--- src/rtl/dual_space_agen.sv ---
module dual_space_agen #(
  parameter int AW = 32,
  parameter int DW = 16,
  parameter int SW = 12,
  parameter int XW = 16
) (
  input  logic          clk,
  input  logic          rst_n,
  input  logic          req_valid,
  input  logic [2:0]    base_sel,
  input  logic [DW-1:0] disp,
  input  logic [XW-1:0] disp_hi,
  input  logic          short_page,
  input  logic          ext_disp,
  input  logic          resv_ok,
  input  logic [AW-1:0] base_r1,
  input  logic [AW-1:0] base_r2,
  input  logic [AW-1:0] base_r3,
  output logic          strobe,
  output logic [1:0]    space,
  output logic [AW-1:0] addr,
  output logic          fault
);
  localparam logic [1:0] SP_NONE = 2'b00;
  localparam logic [1:0] SP_MAIN = 2'b01;
  localparam logic [1:0] SP_PAD  = 2'b10;

  logic [AW-1:0] base_val, m_disp, m_addr, p_addr;
  logic          to_pad, is_rr;

  assign is_rr  = (base_sel == 3'd0);
  assign to_pad = base_sel[2];

  always_comb begin
    case (base_sel[1:0])
      2'd1:    base_val = base_r1;
      2'd2:    base_val = base_r2;
      default: base_val = base_r3;
    endcase
  end

  always_comb begin
    case ({short_page, ext_disp})
      2'b00:   m_disp = AW'(disp);
      2'b01:   m_disp = AW'({disp_hi, disp});
      2'b10:   m_disp = AW'(disp[SW-1:0]);
      default: m_disp = AW'({disp_hi, disp[SW-1:0]});
    endcase
  end

  assign m_addr = base_val + m_disp;
  assign p_addr = short_page ? AW'({base_sel[1:0], disp[SW-1:0]})
                             : AW'({base_sel[1:0], disp});

  always_ff @(posedge clk) begin
    if (!rst_n || !req_valid || is_rr) begin
      strobe <= 1'b0;
      space  <= SP_NONE;
      addr   <= '0;
      fault  <= 1'b0;
    end else if (to_pad) begin
      strobe <= resv_ok;
      space  <= SP_PAD;
      addr   <= p_addr;
      fault  <= !resv_ok;
    end else begin
      strobe <= 1'b1;
      space  <= SP_MAIN;
      addr   <= m_addr;
      fault  <= 1'b0;
    end
  end
endmodule

--- config.mk ---
export PLATFORM = sky130hd
export DESIGN_NAME = dual_space_agen
export DESIGN_NICKNAME = d
export VERILOG_FILES = /design/src/rtl/dual_space_agen.sv
export SDC_FILE = /design/constraint.sdc
export NUM_CORES = 1
export LEC_CHECK = 0
export BUFFER_PORTS_ARGS = -buffer_cell sky130_fd_sc_hd__clkbuf_2
export CAP_MARGIN = 20
export CORE_ASPECT_RATIO = 1.25
export CORE_MARGIN = 2
export CORE_UTILIZATION = 52
export CTS_CLUSTER_SIZE = 20
export DETAILED_ROUTE_END_ITERATION = 7
export PLACE_DENSITY_LB_ADDON = 0.05
export SYNTH_ARGS = -nofsm -noshare
export SYNTH_HDL_FRONTEND = slang
export SYNTH_SLANG_ARGS = --single-unit
export TNS_END_PERCENT = 20
--- constraint.sdc ---
create_clock -name clk -period 6.9 [get_ports clk]
set_clock_uncertainty 0.1 [all_clocks]
set_input_delay 2.07 -clock clk [delete_from_list [all_inputs] [get_ports clk]]
set_output_delay 2.07 -clock clk [all_outputs]
set_load 0.05 [all_outputs]
==> metrics.md, run 1 <==
| Metric | Value |
|---|---|
| Flops & latches, synth | `36` |
| Clock sink count | `36` |
| Total grt overflow | `0` |
| P_leak | `about 0.0023 uW` |
| Fin. Hold Viols | `0` |
| Switch share | `0.446` |
| Max cap viols | `0` |
| CP Launch Type | `input port` |
| Slew @ Worst Pin | `~1.0 ns` |
| Power per cell area | `between 150 and 200 mW/mm^2` |
| RSZ-0062 raised after global routing | `false` |
| Gr usage total | `0.322` |
| Post-CTS Setup Inserts | `0` |
| Die ar. | `approximately 0.008 mm^2` |
| Crit path max fanout | `between 60 and 70` |
| Crit end category | `register` |
| Core area | `between 0.006 and 0.007 mm^2` |
| Combinational power share | `0.546` |
| Post_cts resized | `0` |
| Worst Hold Class | `in -> reg` |
| Hold endpoint | `addr[8]` |
| N_diodes | `0` |
| CP delay by family, top | `adder cells` |
| Dpl hpwl | `roughly 10000 um` |
| Synthesized area per cell | `slightly above 7 um^2` |
| Ratio of final minimum period to clock period | `0.845` |
| Initial antenna violation count | `0` |
| Routed Antenna Nets | `0` |
| CP Cell Sequence | `clkbuf_2 > inv_1 > ha_2 > nor2_1 > a21oi_1 > ha_1 > inv_1 > fa_1 > nand2b_1 > a21oi_2 > o21ai_0 > a22oi_1 > a21boi_0 > o21ai_0 > mux2i_1` |
| Max IR drop VDD | `about 0.11 mV` |
| Run status | `finished, final reports clean` |
| CTS Buffer Depth | `2` |
| Non-filler cells, final | `between 700 and 800` |
| Largest net degree at the start of global routing | `65` |
| Placement Setup Slack | `between 0.8 and 0.9 ns` |
| Fin worst setup slack | `1.07 ns` |
| Distinct cells, synth | `slightly above 50` |
| Synth area leaders | `dfxtp_1 19%, ha_1 11%, a21oi_1 9.8%` |
| CP required | `roughly 7 ns` |
| Placed cell areas | `~0.0046 mm^2` |
| Synth top area share | `0.193` |
| I/O pins | `around 170` |
| # setup viols final | `0` |
| Count leader, synth | `a21oi_1` |
| Mapped Cells | `~500` |
| IO Port Bufs | `172` |
| Final WL | `between 10000 and 15000 um` |
| DIE WIDTH | `79.7 um` |
| CTS clk-pin slew, worst paths | `around 0.080 ns` |
| Area grow syn2layout | `25.5%` |
| Max-slew violation count | `0` |
| Routed len/inst | `around 17 um` |
| Reg power frac | `0.263` |
| Worst Hold Launch | `disp[8]` |
| Vias per cell | `5.95` |
| Slew HR | `0.314` |
| GPL Wtd Cong | `roughly 0.95` |
| Post-route minimum period | `~5.8 ns` |
| Yosys top cell by area | `dfxtp_1` |
| Num rows | `34` |
| DRT Pass-1 Iters | `5` |
| Number of flops mapped to enable cells by yosys | `0` |
| Fin Setup TNS | `0 ns` |
| Syn Nets | `just under 700` |
| Hold Path Cell Cnt | `3` |
| Fmax | `between 150 and 200 MHz` |
| Root Buffer | `clkbuf_8` |
| Share of layout cells above drive strength 1 | `0.285` |
| Slowest stage delay, CP | `slightly below 1 ns` |
| First-pass GRT wire length | `20100 um` |
| Buf/Inv on CP | `3` |
| Worst EP arrival | `about 6.0 ns` |
| Synth Warn # | `0` |
| Syn Std Cell Area | `about 0.0037 mm^2` |
| Layout fillers | `between 600 and 700` |
| Post-synth top cells | `73 x a21oi_1, 53 x nor2_1, 39 x nand2_1, 36 x dfxtp_1, 36 x o21ai_0` |
| Die Y | `just under 100 um` |
| Crit Path Class | `in -> reg` |
| H-tree Lvls | `2` |
| Initial Util | `0.538` |
| TritonCTS Buffers | `5` |
| Power after layout | `859 uW` |
| Main flop type after synthesis | `dfxtp_1` |
| Async set-or-reset flop fraction in the synthesized netlist | `0` |
| Number of global-route vias before repair | `4309` |
| Int Pwr | `around 480 uW` |
| Finished Cell Area | `about 0.0047 mm^2` |
| DP Cell Count | `748` |
| CP max-delay cell | `ha_2` |
| Drt first-iter violations | `301` |
| Via count | `approximately 4500` |
| DRC | `0` |
| Clock power share | `0.190` |
| Net switching power | `roughly 380 uW` |
| TritonCTS clock tree | `built` |
| Fin nets | `between 800 and 900` |
| Sequential element share of the synthesized area | `0.193` |
| CTS Hold Buffers Added | `0` |
[final cells by class]
type | count | area (um^2) | area share
Multi-Input combinational cell | 431 | 2810 | 0.601
Clock buffer | 7 | 86.3 | 0.0185
Clock inverter | 1 | 7.51 | 0.00161
Tap cell | 90 | 113 | 0.0241
Timing Repair Buffer | 174 | 876 | 0.187
Sequential cell | 36 | 721 | 0.154
Inverter | 17 | 63.8 | 0.0136
[worst max-delay path by stage]
| stage | start | end | slack (ns) | cells past startpoint |
|---|---|---|---|---|
| 3_5_place_dp | base_sel[1] | addr[26] | 0.86 | 15 |
| 6_report | base_sel[1] | addr[26] | 1.07 | 15 |
| 2_1_floorplan | base_sel[0] | addr[28] | 1.58 | 16 |
| 4_1_cts | base_sel[1] | addr[26] | 1.14 | 15 |
| 3_3_place_gp | base_sel[1] | addr[26] | 1.08 | 15 |
| 5_1_grt | base_sel[0] | addr[26] | 0.74 | 15 |
[power groups by stage]
stage                     Sequential [uW]  Clock, uW  Combinational [uW]
after floorplan                       279          0                 284
after global placement                231          0                 454
after detailed placement              231          0                 461
after CTS                             226        164                 463
after global routing                  227        173                 512
final                                 226        164                 469
[metrics by stage]
stage,hold slack [ns],util
5_1_grt,1.91,0.674
2_1_floorplan,2.07,-
4_1_cts,1.88,0.674
3_3_place_gp,2.19,0.661
6_report,1.88,0.674
3_5_place_dp,2.19,0.661
[cell families (layout without fill, tap and decap cells)]
logic type      Yosys count  after routing  synth area share
compound gates          201            201             0.343
flops                    36             36             0.193
xor+xnor                 18             18            0.0423
simple gates            161            161             0.205
fa+ha+maj                35             35             0.120
buf+inv                  46            199            0.0534
mux                      16             16            0.0430
[registers in the layout (all words and copies together) (netlist names)]
register and cells:
addr 32, space 2, fault 1, strobe 1
[cells in the final DEF, fill, tap and decap left out, types with 3 or more instances in the layout]
cell / n
a211o_1: 3
a211oi_1: 6
a21boi_0: 3
a21o_1: 9
a21oi_1: 73
a22oi_1: 34
a41oi_1: 4
and2_1: 6
and3_1: 8
clkbuf_2: 172
clkbuf_8: 6
dfxtp_1: 36
ha_1: 33
inv_1: 17
mux2i_1: 16
nand2_1: 39
nand2b_1: 7
nand3_1: 13
nand3b_1: 4
nand4_1: 5
nor2_1: 53
nor2b_1: 14
nor3_1: 5
o211ai_1: 6
o21a_1: 8
o21ai_0: 36
o22ai_1: 3
or3_1: 3
xnor2_1: 5
xor2_1: 13
[layer usage]
metal  GRT usage  vias to the layer above  wire length [um]  part of all wire
met4       0.115                        0               419             0.033
met2       0.630                      212              6870              0.53
met1       0.344                     2061              4830              0.37
met5           0                        -                 0                 0
li1            -                     2190                 -                 -
met3      0.0394                       38               758             0.059
Note: power is estimated with default switching activity, not from simulation.
==> run 2: changes to the inputs <==
CORE_UTILIZATION = 48   (was 52)
clock period = 5.7 ns   (was 6.9 ns; I/O delays follow)
==> run 2 against run 1 <==
Effect of this change:
- power is 21% higher
- combinational power is 22% higher
- via count is 1.6% lower
- sequential share of layout area is 0.086 points lower
- worst hold slack worse by 0.35 ns
- sequential power is 21% higher
- setup slack worse by 0.46 ns
- critical path depth stayed put
- flip-flop and latch count stayed put
- clock-buffer cell count is 2 lower
==> metrics.md, run 2 (synthesis gave the netlist of run 1 again) <==
| Metric | Value |
|---|---|
| Run status | `finished, final reports clean` |
| Most frequent cells in the layout | `172 x clkbuf_2, 73 x a21oi_1, 53 x nor2_1, 39 x nand2_1` |
| Hold endpoint | `addr[7]` |
| Area grow syn2layout | `26.2%` |
| Hold Path Cell Cnt | `3 (unchanged)` |
| # setup viols final | `0 (unchanged)` |
| IO Port Bufs | `172 (unchanged)` |
| Routed len/inst | `17.3 um (+1.9%)` |
| Max-slew violation count | `0 (unchanged)` |
| First-pass GRT wire length | `21300 um (+5.5%)` |
| Num rows | `35 (+2.9%)` |
| Worst Hold Launch | `disp[7]` |
| Post_cts resized | `0 (unchanged)` |
| Share of layout cells above drive strength 1 | `0.291 (+0.00576)` |
| Max IR drop VDD | `0.124 mV (+12%)` |
| Clock sink count | `36 (unchanged)` |
| Die Y | `103 um (+3.9%)` |
| Crit end category | `register` |
| TritonCTS Buffers | `5 (unchanged)` |
| Initial Util | `0.501 (-0.0369)` |
| Die ar. | `0.00849 mm^2 (+7.9%)` |
| Fin. Hold Viols | `0 (unchanged)` |
| DIE WIDTH | `82.8 um (+3.9%)` |
| DRT Pass-1 Iters | `5 (unchanged)` |
| Vias per cell | `5.81 (-2.3%)` |
| Core area | `0.00744 mm^2 (+7.4%)` |
| CTS clk-pin slew, worst paths | `0.08 ns (about the same)` |
| Root Buffer | `clkbuf_8` |
| Fmax | `around 200 MHz` |
| Number of global-route vias before repair | `4485 (+4.1%)` |
| RSZ-0062 raised after global routing | `false` |
| H-tree Lvls | `2 (unchanged)` |
| TritonCTS clock tree | `built` |
| Max reg flops | `32 (unchanged)` |
| Placement Setup Slack | `0.380 ns (-0.480 ns)` |
| Largest reg by FF count | `addr` |
| N_diodes | `0 (unchanged)` |
| Initial antenna violation count | `0 (unchanged)` |
| Worst EP arrival | `5.23 ns (-0.72 ns)` |
| Layout fillers | `723 (+19%)` |
| Fin Setup TNS | `0 ns (unchanged)` |
| Drt first-iter violations | `234 (-22%)` |
| Total grt overflow | `0 (unchanged)` |
| Max cap viols | `0 (unchanged)` |
| Via count | `4431 (-1.6%)` |
| Biggest regs | `addr: 32 flops, space: 2 flops` |
| Final WL | `13200 um (+2.7%)` |
| Worst Hold Class | `in -> reg` |
| P_leak | `0.00232 uW (+0.98%)` |
| CTS Buffer Depth | `2 (unchanged)` |
| Slew HR | `0.569 (+0.255)` |
| Gr usage total | `0.309 (-0.0138)` |
| Dpl hpwl | `10900 um (+4.0%)` |
| Crit Path Class | `in -> reg` |
| Post-CTS Setup Inserts | `0 (unchanged)` |
| Fin nets | `841 (+0.48%)` |
| Routed Antenna Nets | `0 (unchanged)` |
| Crit path max fanout | `26 (-59%)` |
| CP required | `5.84 ns (-1.18 ns)` |
| Ratio of final minimum period to clock period | `0.893` |
| Layout Utilization | `0.632 (-0.0427)` |
| Power per cell area | `221 mW/mm^2 (+20%)` |
| Fin worst setup slack | `0.611 ns (-0.459 ns)` |
| Post-route minimum period | `5.09 ns` |
| CP Launch Type | `input port` |
| DRC | `0 (unchanged)` |
| CTS Hold Buffers Added | `0 (unchanged)` |
| Commonest non-fill, non-tap cell in the layout | `clkbuf_2` |
| Largest net degree at the start of global routing | `40 (-38%)` |
| GPL Wtd Cong | `0.928 (-2.0%)` |
| Slew @ Worst Pin | `0.646 ns (-0.378 ns)` |
| Hold Worst Slack | `1.53 ns (-0.353 ns)` |
| I/O pins | `173 (unchanged)` |
==> run 2: changes by cell type in the layout (fill, tap and decap cells not counted), sizes merged <==
cell | before | now
buf | 2 | 6
clkbuf | 179 | 177
clkinv | 0 | 3
clkinvlp | 1 | 0
==> run 2: where the power goes <==
group | switching (uW) | internal (uW) | leakage [uW]
clock network | 109 | 85.4 | 0.0000479
logic | 360 | 212 | 0.00198
registers | 4.74 | 268 | 0.000294
==> run 2: worst max path at each step <==
stage                            from  cells past startpoint       end  slack [ns]
after CTS                 base_sel[0]                     15  addr[26]        0.69
after detailed placement  base_sel[0]                     15  addr[26]        0.38
final                     base_sel[0]                     15  addr[26]        0.61
after global placement    base_sel[0]                     15  addr[26]        0.59
after floorplan           base_sel[0]                     16  addr[28]        0.74
after global routing      base_sel[1]                     15  addr[26]        0.39
==> run 2: metal layers <==
layer  vias up  track usage  routed length (um)
li1       2202            -                   -
met1      2027        0.325                5020
met2       171        0.625                7120
met3        31       0.0424                 700
met4         0        0.110                 386
met5         -            0                   0
==> run 2: worst max-delay path, stage by stage <==
cell	delay (ns)
clkbuf_2	0.12
inv_1	0.07
ha_2	0.59
nor2_1	0.09
a21oi_1	0.15
ha_1	0.22
inv_1	0.07
fa_1	0.37
nand2b_1	0.21
a21oi_2	0.23
o21ai_0	0.23
a22oi_1	0.44
a21boi_0	0.27
o21ai_0	0.26
mux2i_1	0.20
==> run 2: area by class of cell <==
class | instances | area, um^2 | area share
clock buffers | 5 | 68.8 | 0.0146
clock inverters | 3 | 18.8 | 0.00399
flip-flops and latches | 36 | 721 | 0.153
inverters | 17 | 63.8 | 0.0136
well taps | 92 | 115 | 0.0245
repair buffers | 178 | 906 | 0.193
multi-input cells | 431 | 2810 | 0.598
==> run 2: stage by stage <==
step / instances / area, um^2 / total power (uW)
floorplan: 513 / 3730 / 682
global placement: 754 / 4620 / 837
detailed placement: 754 / 4620 / 842
CTS: 762 / 4700 / 1030
global route: 762 / 4700 / 1110
finish: 762 / 4700 / 1040
